--- src/rtl/satclamp_pkg.sv ---
package satclamp_pkg;
    typedef enum logic {
        OP_ADD = 1'b0,
        OP_SUB = 1'b1
    } op_e;
endpackage

--- src/rtl/satclamp_lane.sv ---
module satclamp_lane
    import satclamp_pkg::*;
#(
    parameter int W = 16
) (
    input  logic [W-1:0] a_i,
    input  logic [W-1:0] s_i,
    input  logic [W-1:0] lo_i,
    input  logic [W-1:0] hi_i,
    input  logic         sub_i,
    input  logic         sat_en_i,
    output logic [W-1:0] y_o,
    output logic         clamp_o
);
    op_e        op;
    logic [W:0] ext;     // one guard bit: carry on add, borrow on subtract
    logic       neg;
    logic       below;
    logic       above;

    assign op = op_e'(sub_i);

    always_comb begin
        if (op == OP_SUB) begin
            ext = {1'b0, a_i} - {1'b0, s_i};
        end else begin
            ext = {1'b0, a_i} + {1'b0, s_i};
        end
        neg   = (op == OP_SUB) && ext[W];
        below = neg || (ext < {1'b0, lo_i});
        above = !neg && (ext > {1'b0, hi_i});

        y_o     = ext[W-1:0];
        clamp_o = 1'b0;
        if (sat_en_i) begin
            clamp_o = below || above;
            if (below) begin
                // raising to lo then capping at hi: an inverted window yields hi
                y_o = (lo_i > hi_i) ? hi_i : lo_i;
            end else if (above) begin
                y_o = hi_i;
            end
        end
    end
endmodule

--- src/rtl/satclamp_unit.sv ---
module satclamp_unit #(
    parameter int DATA_W    = 32,
    parameter int NUM_LANES = 2
) (
    input  logic                 clk,
    input  logic                 rst_n,
    input  logic                 in_valid,
    input  logic                 op_sub,
    input  logic                 sat_en,
    input  logic                 dual_mode,
    input  logic [DATA_W-1:0]    operand,
    input  logic [DATA_W-1:0]    step,
    input  logic [DATA_W-1:0]    bound_lo,
    input  logic [DATA_W-1:0]    bound_hi,
    input  logic                 clr_flags,
    output logic                 out_valid,
    output logic [DATA_W-1:0]    result,
    output logic [NUM_LANES-1:0] sat_now,
    output logic [NUM_LANES-1:0] sat_sticky
);
    localparam int LANE_W = DATA_W / NUM_LANES;

    typedef struct packed {
        logic                 vld;
        logic [DATA_W-1:0]    res;
        logic [NUM_LANES-1:0] now;
        logic [NUM_LANES-1:0] sticky;
    } state_t;

    state_t state_d, state_q;

    logic [DATA_W-1:0]    packed_y;
    logic [NUM_LANES-1:0] packed_clamp;
    logic [DATA_W-1:0]    wide_y;
    logic                 wide_clamp;
    logic [NUM_LANES-1:0] wide_flags;
    logic [NUM_LANES-1:0] new_flags;

    for (genvar i = 0; i < NUM_LANES; i++) begin : g_lane
        satclamp_lane #(.W(LANE_W)) u_lane (
            .a_i      (operand [i*LANE_W +: LANE_W]),
            .s_i      (step    [i*LANE_W +: LANE_W]),
            .lo_i     (bound_lo[i*LANE_W +: LANE_W]),
            .hi_i     (bound_hi[i*LANE_W +: LANE_W]),
            .sub_i    (op_sub),
            .sat_en_i (sat_en),
            .y_o      (packed_y[i*LANE_W +: LANE_W]),
            .clamp_o  (packed_clamp[i])
        );
    end

    satclamp_lane #(.W(DATA_W)) u_wide (
        .a_i      (operand),
        .s_i      (step),
        .lo_i     (bound_lo),
        .hi_i     (bound_hi),
        .sub_i    (op_sub),
        .sat_en_i (sat_en),
        .y_o      (wide_y),
        .clamp_o  (wide_clamp)
    );

    always_comb begin
        wide_flags    = '0;
        wide_flags[0] = wide_clamp;
        new_flags     = dual_mode ? packed_clamp : wide_flags;

        state_d     = state_q;
        state_d.vld = in_valid;
        if (in_valid) begin
            state_d.res = dual_mode ? packed_y : wide_y;
            state_d.now = new_flags;
        end
        // a clamp event in the clear cycle survives the clear
        state_d.sticky = (clr_flags ? '0 : state_q.sticky)
                       | (in_valid ? new_flags : '0);
    end

    always_ff @(posedge clk or negedge rst_n) begin
        if (!rst_n) begin
            state_q <= '0;
        end else begin
            state_q <= state_d;
        end
    end

    assign out_valid  = state_q.vld;
    assign result     = state_q.res;
    assign sat_now    = state_q.now;
    assign sat_sticky = state_q.sticky;
endmodule

--- config.mk ---
export PLATFORM = sky130hd
export DESIGN_NAME = satclamp_unit
export DESIGN_NICKNAME = d
export VERILOG_FILES = /design/src/rtl/satclamp_pkg.sv /design/src/rtl/satclamp_lane.sv /design/src/rtl/satclamp_unit.sv
export SDC_FILE = /design/constraint.sdc
export NUM_CORES = 1
export LEC_CHECK = 0
export BUFFER_PORTS_ARGS = -buffer_cell sky130_fd_sc_hd__buf_4
export CAP_MARGIN = 20
export CORE_UTILIZATION = 41
export CTS_CLUSTER_SIZE = 25
export DETAILED_ROUTE_END_ITERATION = 6
export PLACE_DENSITY = 0.58
export SYNTH_ARGS = -nofsm -noshare
export SYNTH_HDL_FRONTEND = slang
export SYNTH_HIERARCHICAL = 1
export SYNTH_SLANG_ARGS = --single-unit
--- constraint.sdc ---
create_clock -name clk -period 1.3 [get_ports clk]
set_input_delay 0.26 -clock clk [delete_from_list [all_inputs] [get_ports clk]]
set_output_delay 0.26 -clock clk [all_outputs]
set_load 0.005 [all_outputs]
==> out/results.txt, run 1 <==
vias in the first global route -> 14,200
ANT nets after route -> 0
DP Area -> 17,900 um2
worst slew pin tran -> 1.02 ns
Seq/Total Area, Yosys -> 7.77%
DRC Markers -> 0
final WL -> 49.9 mm
commonest non-fill, non-tap cell in the layout -> buf_4
Critical Path AT -> 5.76 ns
Rel. slew slack -> 31.2%
number of fill cells in the layout -> 2,498
area of the multi-input gates -> 11,200 um2
Area Growth Syn to Fin -> 62.8%
startpoint types -> input pin
via count -> 14,700
CTS tree -> built
share of async-settable or async-resettable flops after synthesis -> 100%
total grt overflow -> 0
Synth Flop Type -> dfrtp_1
final setup TNS -> -148.72 ns
slowest CP cell -> or3_4
Syn Area/Cell -> 7.55 um2
Achievable Freq -> 179 MHz
Sinks on Clock Net -> 37
I/O Buffers -> 171
CP Max Fanout -> 7
RSZ-0062 raised after global routing -> yes
WP data required -> 1.46 ns
Final Wtd Congestion -> 0.963
minimum clock period -> 5.60 ns
# rows -> 62
placed cell count -> 2,639
CTS Buf Count -> 5
Leak Pwr -> 9.77 nW
final period utilization -> 430%
pin count of the biggest net entering global routing -> 71
FF-to-FF setup slack -> 0.61 ns
first-pass GRT wire length -> 75.2 mm
violated checks -> negative setup slack
Die Ht -> 172 um
initial antenna violation count -> 0
# diodes -> 0
Final setup viols -> 36
Die ar. -> 29,700 um2
post-synth cell types -> 89
CTS H-Tree Depth -> 2
Netlist Area Pre-Place -> 11,900 um2
Clk Latency, worst-skew pair -> 0.29 ns
fin nets -> 2,700
Placeable Area -> 28,600 um2
GRT Total Usage -> 32.9%
HP Class -> input pin to register
Post-Synthesis Cells -> 1,579
WL/cell -> 18.6 um
Ports -> 172
maximum VDD drop -> 0.566 mV
Reg clk slew, reported paths -> 0.06 ns
PwrDens -> 1040 nW/um2
Critical Path Max Stage Delay -> 0.36 ns
root buffer cell -> clkbuf_16
Initial Utilization -> 41.6%
vias per std cell -> 5.47
Worst Skew -> 0 ns
post-layout util -> 67.8%
share of cells above drive strength 1 -> 42.0%
Final WS setup -> -4.30 ns
flip-flop and latch count after synthesis -> 37
fin area -> 19,400 um2
outcome -> finished, violations left
Die X -> 172 um
MaxCap Viol Count -> 0
Worst setup EP type -> register
Pre-antenna DRT Iters -> 5
Reg2Reg Depth -> 2
Sequential Area -> 926 um2
most frequent cells in the layout -> buf_4, ha_1, inv_1
DR iter-0 viols -> 1,142
Hold Path Depth -> 2
DP Worst Slack -> -4.88 ns
yosys warns -> 6
Final Slew Violations -> 0
Worst path most repeated cell -> nor2_4
Setup CP Type -> input pin to register
Clock Tree Buf Depth -> 2
Post-synth EDFFs -> 0
net count after synthesis -> 1,973
Final Hold Fails -> 0
hpwl dp -> 42.2 mm
Finished Layout Cells -> 2,691
## final timing paths
check,start,to
hold reg to reg,sat_now[1]$_DFFE_PN0P_,sat_now[1]$_DFFE_PN0P_
max in group asynchronous,rst_n,result[22]$_DFFE_PN0P_
setup reg to reg,result[13]$_DFFE_PN0P_,result[13]$_DFFE_PN0P_
min in group asynchronous,rst_n,result[0]$_DFFE_PN0P_
hold / removal,clr_flags,sat_sticky[1]$_DFF_PN0_
setup / recovery,step[0],result[3]$_DFFE_PN0P_
## timing repair
action	CTS	global route
gates cloned	4	1
resized for setup	124	78
endpoints found under the setup margin	36	36
setup buffers	27	14
hold buffers	1	0
pin swaps	83	64
hold endpoints to repair	37	0
## Yosys cell counts, drive strengths merged, types with 5 or more instances
library cell,instances,area (um2)
and4,6,52.6
o221a,15,169
a31oi,9,62.6
o211ai,12,95.1
a221oi,15,200
nor4,20,146
nand3,40,200
o21ai,78,390
a2bb2oi,10,87.6
nand4,31,194
dfrtp,37,926
and2,8,51.3
inv,183,687
a211oi,18,153
or3,5,36.3
buf,23,203
o31ai,6,55.1
nand2b,10,62.6
nor2b,16,100
a21oi,185,941
and3,9,56.3
nand2,77,289
a2111oi,8,70.1
nor2,152,581
o21a,14,105
ha,256,3200
nor3,40,200
a21boi,7,52.6
mux2i,35,350
xor2,15,139
o21bai,14,105
xnor2,97,850
clkbuf,16,60.1
a21o,29,218
a221o,19,190
## per-stage QoR
stage               total power, mW  hold WS [ns]
global placement               16.5         0.250
CTS                            19.1         0.160
detailed placement             16.7         0.248
global route                   21.6         0.170
floorplan                      9.41       -0.0356
finish                         20.1         0.163
## critical path, delay by kind of cell
family                     cells  cell delay (ns)
muxes                          1             0.14
and+or+nand+nor               10             1.58
xor gates and xnor gates       2             0.33
buffers and inverters          4             0.51
AOI/OAI and AO/OA             10             2.30
adders and majority gates      2             0.61
## layer usage
layer | global-route usage [%] | wire [um] | up-vias
met3 | 3.43 | 3270 | 76
met5 | 0 | 0 | -
met4 | 9.35 | 1430 | 0
li1 | - | - | 7260
met1 | 46.5 | 23300 | 6831
met2 | 52.2 | 21900 | 543
## registers in the layout, indices dropped and copies added, names as in the netlist
name	cells
result	32
sat_now	2
out_valid	1
sat_sticky	2
## logic make-up (layout without fill, tap and decap cells)
kind of cell    count (synthesis)  in the layout  share of synthesized area, %
compound gates                483            483                          27.7
flops                          37             37                          7.77
mux                            37             37                          3.13
buf+inv                       222            950                          7.97
fa+ha+maj                     259            259                          27.4
xor+xnor                      112            112                          8.30
simple gates                  429            429                          17.7
## where the power goes
part,internal (mW),leakage [nW],switching (mW),total (mW)
Clock,0.703,0.0696,0.493,1.20
Combinational,8.72,9.29,8.49,17.2
Sequential,1.50,0.416,0.233,1.74
## layout make-up
type | count | share of cell area, %
Clock buffer | 5 | 0.645
Clock inverter | 3 | 0.0903
Sequential cell | 37 | 4.77
Multi-Input combinational cell | 1320 | 57.5
Tap cell | 384 | 2.48
Timing Repair Buffer | 759 | 30.9
Inverter | 183 | 3.64
Power figures use the tool's default switching activity.
==> run 2: changes to the inputs <==
--- a/config.mk
+++ b/config.mk
@@ -10,8 +10,8 @@
 export CORE_UTILIZATION = 41
 export CTS_CLUSTER_SIZE = 25
 export DETAILED_ROUTE_END_ITERATION = 6
-export PLACE_DENSITY = 0.58
+export MAX_ROUTING_LAYER = met4
+export PLACE_DENSITY = 0.6
 export SYNTH_ARGS = -nofsm -noshare
 export SYNTH_HDL_FRONTEND = slang
-export SYNTH_HIERARCHICAL = 1
 export SYNTH_SLANG_ARGS = --single-unit
==> run 2 against run 1 <==
  * The run still ends with negative setup slack left
  * Clock skew stayed put
  * Die area is 18% lower
  * Non-clock buffer count is 9 lower
  * Clock-buffer cell count stayed put
  * Critical path depth is 1 lower
  * Clock power is 39% higher
  * Setup slack better by 0.016 ns
  * Power is 3.0% lower
==> out/results.txt, run 2 <==
ANT nets after route -> 0 (unchanged)
Sequential Area -> 926 um2 (unchanged)
most frequent cells in the layout -> buf_4, ha_1, a21oi_1
Netlist Area Pre-Place -> 9720 um2 (-18%)
final period utilization -> 429% (-1.2 points)
CTS Buf Count -> 5 (unchanged)
WL/cell -> 20.7 um (+12%)
minimum clock period -> 5.58 ns (-0.0158 ns)
Setup CP Type -> input pin to register
Final Slew Violations -> 0 (unchanged)
FF-to-FF setup slack -> 0.22 ns (-0.39 ns)
WP data required -> 1.46 ns (about the same)
pin count of the biggest net entering global routing -> 38 (-46%)
share of cells above drive strength 1 -> 48.0% (+6.0 points)
Initial Utilization -> 42.4% (+0.77 points)
I/O Buffers -> 171 (unchanged)
Achievable Freq -> 179 MHz (+0.28%)
Hold Path Depth -> 2 (unchanged)
total grt overflow -> 0 (unchanged)
Die Ht -> 156 um (-9.6%)
Final WS setup -> -4.28 ns (+0.0158 ns)
Pre-antenna DRT Iters -> 5 (unchanged)
Internal -> 10.7 mW (-2.1%)
synth cell count leaders -> ha_1, a21oi_1, inv_1, nor2_1, o21ai_0
P_sw -> 8.84 mW (-4.1%)
Seq/Total Area, Yosys -> 9.53% (+1.8 points)
maximum VDD drop -> 0.627 mV (+11%)
flip-flop and latch count after synthesis -> 37 (unchanged)
PwrDens -> 1120 nW/um2 (+7.5%)
Synth Flop Type -> dfrtp_1
Post-synth EDFFs -> 0 (unchanged)
top-area cell type share of the netlist area -> 22.8% (-4.1 points)
Critical Path AT -> 5.74 ns (-0.02 ns)
root buffer cell -> clkbuf_16
number of fill cells in the layout -> 1,694 (-32%)
worst slew pin tran -> 0.570 ns (-0.446 ns)
Rel. slew slack -> 62.0% (+31 points)
Placeable Area -> 22,900 um2 (-20%)
Reg2Reg Depth -> 3 (+1)
Clock power frac -> 8.5% (+2.6 points)
vias per std cell -> 5.85 (+7.0%)
Clk Latency, worst-skew pair -> 0.29 ns (about the same)
Combinational Power Share -> 82.7% (-2.7 points)
Yosys top cell by area -> ha_1
GRT Total Usage -> 37.2% (+4.3 points)
Reg clk slew, reported paths -> 0.06 ns (about the same)
Sinks on Clock Net -> 37 (unchanged)
vias in the first global route -> 12,700 (-10%)
Leak Pwr -> 8.54 nW (-13%)
DRC Markers -> 0 (unchanged)
startpoint types -> input pin
Area contributors post-synth -> ha_1, dfrtp_1, a21oi_1, xnor2_1, o21ai_0
RSZ-0062 raised after global routing -> yes
Worst Skew -> 0 ns (unchanged)
initial antenna violation count -> 1 (+1)
yosys warns -> 0 (-6)
cell with the most instances after synthesis -> ha_1
RR Startpoint -> result[0]$_DFFE_PN0P_
violated checks -> negative setup slack
hpwl dp -> 37.6 mm (-11%)
via count -> 13,700 (-6.6%)
commonest non-fill, non-tap cell in the layout -> buf_4
Net Sw Frac -> 45.3% (-0.51 points)
MaxCap Viol Count -> 0 (unchanged)
Clock Tree Buf Depth -> 2 (unchanged)
Final Hold Fails -> 0 (unchanged)
Die X -> 156 um (-9.6%)
Post-Synthesis Cells -> 1,310 (-17%)
Final Wtd Congestion -> 1.06 (+10%)
post-layout util -> 76.4% (+8.6 points)
Final setup viols -> 36 (unchanged)
Total Power -> 19.5 mW (-3.0%)
outcome -> finished, violations left
# rows -> 55 (-11%)
HP Class -> input pin to register
Largest register FFs -> 32 (unchanged)
Die ar. -> 24,300 um2 (-18%)
area of the multi-input gates -> 9740 um2 (-13%)
Ports -> 172 (unchanged)
Worst Min Path Start -> clr_flags
first-pass GRT wire length -> 68.3 mm (-9.1%)
fin nets -> 2,349 (-13%)
Worst setup EP type -> register
CTS H-Tree Depth -> 2 (unchanged)
CP Max Fanout -> 5 (-2)
DR iter-0 viols -> 1,209 (+5.9%)
final WL -> 48.7 mm (-2.6%)
net count after synthesis -> 1,624 (-18%)
Hold Path Sink -> sat_sticky[1]$_DFF_PN0_
post-synth cell types -> 80 (-10%)
Area Growth Syn to Fin -> 80.2%
share of async-settable or async-resettable flops after synthesis -> 100% (unchanged)
Reg2Reg Capture Point -> result[0]$_DFFE_PN0P_
Syn Area/Cell -> 7.42 um2 (-1.7%)
CTS tree -> built
Flop pwr share -> 8.7% (about the same)
-- run 2: changes by cell type after synthesis, moves of 11 or more --
cell      previous run  this run
inv_1              182       100
o21ai_0             57        87
o22ai_1              4        15
o21ai_1             21         5
a221oi_1             4        21
mux2i_1             35         6
ha_1               256       177
a21oi_1            183       122
nor2_1             150        99
xnor2_1             97        66
a31oi_1              8        25
-- run 2: timing repair --
item                                    in CTS  in global routing
hold buffers                                 1                  0
endpoints found under the setup margin      36                 36
buffers inserted                            23                 48
hold endpoints to repair                    37                  0
gates cloned                                 3                  2
pin swaps                                   44                 96
gates resized for setup                     90                217
-- run 2: routing by layer --
layer / up-vias / share of wire (%) / global-route usage (%)
li1: 6459 / - / -
met1: 6537 / 43 / 50.5
met2: 663 / 46 / 59.0
met3: 81 / 8.3 / 3.89
met4: 0 / 2.4 / 8.45
met5: - / 0 / -
-- run 2: cell type report --
class | instances | area share, %
Timing Repair Buffer | 750 | 33.6
Clock buffer | 5 | 0.714
Sequential cell | 37 | 5.29
Antenna cell | 1 | 0.0143
Inverter | 100 | 2.17
Clock inverter | 3 | 0.393
Multi-Input combinational cell | 1141 | 55.6
Tap cell | 313 | 2.24
-- run 2: power groups by stage --
stage               Combinational (mW)  Clock (mW)  Sequential [mW]
detailed placement                12.9           0             1.71
global route                      17.2        1.69             1.72
global placement                  12.7           0             1.71
CTS                               13.9        1.66             1.70
finish                            16.2        1.67             1.71
floorplan                         6.39           0             1.68
-- run 2: worst max path at each step --
stage                        from                      to  slack (ns)  depth (start not counted)
after global routing      step[5]  result[11]$_DFFE_PN0P_       -4.43                         30
after global placement    step[1]  result[26]$_DFFE_PN0P_       -4.62                         25
final                     step[0]  result[16]$_DFFE_PN0P_       -4.28                         28
after CTS                 step[1]   result[5]$_DFFE_PN0P_       -4.30                         28
after detailed placement  step[0]   result[6]$_DFFE_PN0P_       -4.74                         29
after floorplan            op_sub  result[29]$_DFFE_PN0P_       -4.19                         24
-- run 2: cells by family (layout without fill, tap and decap cells) --
group	Yosys count	after routing	synth area share, %
compound gates	475	475	33.0
simple gates	393	394	20.2
fa+ha+maj	179	179	23.2
buf+inv	133	858	5.41
xor+xnor	84	84	7.65
flops	37	37	9.53
mux	9	9	0.992
other cells	0	1	0
-- run 2: stage by stage --
step           instance area (um2)  setup WS [ns]  TNS (ns)  instances  hold WS, ns
5_1_grt                      17500          -4.43   -154.00       2350        0.153
3_3_place_gp                 15300          -4.62   -161.44       2271        0.273
6_report                     17500          -4.28   -148.16       2350        0.156
4_1_cts                      16100          -4.30   -148.96       2306        0.156
3_5_place_dp                 15300          -4.74   -165.06       2271        0.268
2_1_floorplan                 9960          -4.19   -142.43       1310      -0.0356
-- run 2: worst max-delay path: stages --
cell and delay, ns:
buf_6 0.11, inv_4 0.06, ha_4 0.13, nor3b_4 0.26, buf_6 0.16, a21oi_1 0.09
xnor2_1 0.16, ha_2 0.21, a211o_1 0.27, a211o_1 0.29, a21oi_4 0.15, o211a_1 0.20
nor2_4 0.06, a211o_1 0.33, a2111o_1 0.44, o311ai_4 0.11, ha_4 0.27, a2111oi_4 0.28
o21ai_1 0.13, buf_4 0.17, a2111oi_4 0.26, a31oi_4 0.19, buf_4 0.19, buf_4 0.13
and3_4 0.20, or3_1 0.37, a21oi_1 0.13, o211ai_1 0.10
==> run 3: changes to the inputs <==
--- a/config.mk
+++ b/config.mk
@@ -10,8 +10,10 @@
 export CORE_UTILIZATION = 41
 export CTS_CLUSTER_SIZE = 25
 export DETAILED_ROUTE_END_ITERATION = 6
+export HOLD_SLACK_MARGIN = 0.08
 export MAX_ROUTING_LAYER = met4
 export PLACE_DENSITY = 0.6
+export REMOVE_ABC_BUFFERS = 1
 export SYNTH_ARGS = -nofsm -noshare
 export SYNTH_HDL_FRONTEND = slang
 export SYNTH_SLANG_ARGS = --single-unit
==> run 3 against run 2 <==
  * The flow still finishes with violations (negative setup slack)
  * Maximum frequency decreased by 0.86%
  * Cell count decreased by 0.64%
  * Clock-buffer cell count unchanged
  * Combinational power about the same
  * Clock power about the same
  * Critical endpoint is now result[25]$_DFFE_PN0P_
  * Largest power group unchanged
==> out/results.txt, run 3 (synthesis gave the netlist of run 2 again) <==
final period utilization -> 433% (+3.7 points)
P_sw -> 8.79 mW (-0.63%)
HP Class -> input pin to register
total grt overflow -> 0 (unchanged)
startpoint types -> input pin
Pre-antenna DRT Iters -> 5 (unchanged)
fin area -> 17,200 um2 (-1.9%)
CTS Buf Count -> 5 (unchanged)
GRT Total Usage -> 39.2% (+2.1 points)
Clk Latency, worst-skew pair -> 0.29 ns (about the same)
RSZ-0062 raised after global routing -> yes
post-layout util -> 74.9% (-1.5 points)
CP Launch Point -> step[1]
fin nets -> 2,335 (-0.60%)
CP Max Fanout -> 5 (unchanged)
MaxCap Viol Count -> 0 (unchanged)
Final Wtd Congestion -> 1.08 (+1.2%)
minimum hold slack -> 0.136 ns (-0.0192 ns)
commonest non-fill, non-tap cell in the layout -> buf_4
Clock Tree Buf Depth -> 2 (unchanged)
Achievable Freq -> 178 MHz (-0.86%)
# diodes -> 0 (-1)
Worst Min Path Start -> clr_flags
Net Sw Frac -> 45.6% (+0.37 points)
RR Startpoint -> result[28]$_DFFE_PN0P_
Rel. slew slack -> 58.8% (-3.2 points)
I/O Buffers -> 171 (unchanged)
Die Ht -> 156 um (unchanged)
minimum clock period -> 5.63 ns (+0.0483 ns)
Final Hold Fails -> 0 (unchanged)
DRC Markers -> 0 (unchanged)
CTS tree -> built
Critical Path AT -> 5.79 ns (+0.05 ns)
WP data required -> 1.46 ns (about the same)
final WL -> 48.8 mm (+0.33%)
Final setup viols -> 36 (unchanged)
slowest CP cell -> a2111o_1
ANT nets after route -> 0 (unchanged)
most frequent cells in the layout -> buf_4, ha_1, a21oi_1
maximum VDD drop -> 0.625 mV (-0.41%)
Sinks on Clock Net -> 37 (unchanged)
Final Slew Violations -> 0 (unchanged)
FF-to-FF setup slack -> 0.35 ns (+0.13 ns)
Worst path most repeated cell -> buf_6
CTS H-Tree Depth -> 2 (unchanged)
first-pass GRT wire length -> 71.6 mm (+4.8%)
violated checks -> negative setup slack
Worst setup EP type -> register
Initial Utilization -> 42.4% (unchanged)
DP Area -> 15,200 um2 (-0.97%)
Placeable Area -> 22,900 um2 (unchanged)
root buffer cell -> clkbuf_16
Die X -> 156 um (unchanged)
share of cells above drive strength 1 -> 46.4% (-1.6 points)
vias per std cell -> 5.92 (+1.3%)
Internal -> 10.5 mW (-2.1%)
via count -> 13,800 (+0.65%)
Reg clk slew, reported paths -> 0.07 ns (about the same)
DR iter-0 viols -> 1,019 (-16%)
Setup CP Type -> input pin to register
Final WS setup -> -4.33 ns (-0.0483 ns)
hpwl dp -> 39.1 mm (+3.9%)
WL/cell -> 20.9 um (+0.98%)
Worst Skew -> 0 ns (unchanged)
Largest register FFs -> 32 (unchanged)
Die ar. -> 24,300 um2 (unchanged)
worst slew pin tran -> 0.609 ns (+0.0385 ns)
Critical Path Max Stage Delay -> 0.43 ns (about the same)
initial antenna violation count -> 0 (-1)
Ports -> 172 (unchanged)
Area Growth Syn to Fin -> 76.8%
PwrDens -> 1120 nW/um2 (+0.51%)
vias in the first global route -> 13,200 (+3.9%)
Combinational Power Share -> 82.5% (-0.2 points)
Clock power frac -> 8.7% (+0.2 points)
outcome -> finished, violations left
Leak Pwr -> 8.43 nW (-1.3%)
# rows -> 55 (unchanged)
Flop pwr share -> 8.8% (about the same)
pin count of the biggest net entering global routing -> 38 (unchanged)
[run 3: cell types whose count changed in the layout (fill, tap and decap cells not counted), sizes merged]
cell   before  now
diode       1    0
and3       13   12
buf       749  736
[run 3: worst paths after layout]
| kind | end | depth (start not counted) |
|---|---|---|
| max | result[25]$_DFFE_PN0P_ | 29 |
| min | sat_sticky[1]$_DFF_PN0_ | 2 |
| max reg2reg | result[28]$_DFFE_PN0P_ | 3 |
| min reg2reg | sat_sticky[0]$_DFF_PN0_ | 1 |
| max in group asynchronous | result[22]$_DFFE_PN0P_ | 2 |
| min in group asynchronous | result[10]$_DFFE_PN0P_ | 2 |
[run 3: power by group through the flow]
stage / logic [mW] / clock network (mW) / registers [mW]
2_1_floorplan: 5.99 / 0 / 1.68
3_3_place_gp: 12.6 / 0 / 1.72
3_5_place_dp: 12.9 / 0 / 1.72
4_1_cts: 14.5 / 1.68 / 1.70
5_1_grt: 16.8 / 1.71 / 1.73
6_report: 15.9 / 1.68 / 1.70
[run 3: cell type report]
class / count / area, um2
multi-input combinational: 1140 / 9480
inverter: 100 / 380
clock buffer: 5 / 125
fill: 1714 / 5740
clock inverter: 3 / 68.8
sequential: 37 / 926
tap: 313 / 392
timing repair buffer: 737 / 5800
[run 3: through the flow]
step                instances  worst slack [ns]  total power [mW]  TNS (ns)
floorplan                1277             -5.01              7.67   -168.47
detailed placement       2271             -5.60              14.6   -195.64
global route             2335             -4.49              20.3   -154.88
CTS                      2308             -4.18              17.8   -145.24
finish                   2335             -4.33              19.3   -150.37
global placement         2271             -5.36              14.4   -187.38
[run 3: routing by layer]
metal  track usage [%]  routed length [um]
met2              64.0               22500
met3              4.14                3930
met5                 -                   0
met1              51.0               20800
met4              11.3                1570
[run 3: repair_timing]
action / 4_1_cts / 5_1_grt
setup endpoints to repair: 36 / 36
resized for setup: 206 / 103
cloned: 1 / 0
pin swaps: 91 / 83
setup buffers: 30 / 33
hold endpoints to repair: 37 / 0
hold buffers: 1 / 0
[run 3: critical path: cells and delay by family]
family | cells | cell delay, ns
XOR/XNOR | 1 | 0.14
buffers and inverters | 8 | 1.06
AND/OR/NAND/NOR | 3 | 0.41
adder cells (fa/ha/maj) | 2 | 0.60
AO/OA/AOI/OAI | 15 | 3.29
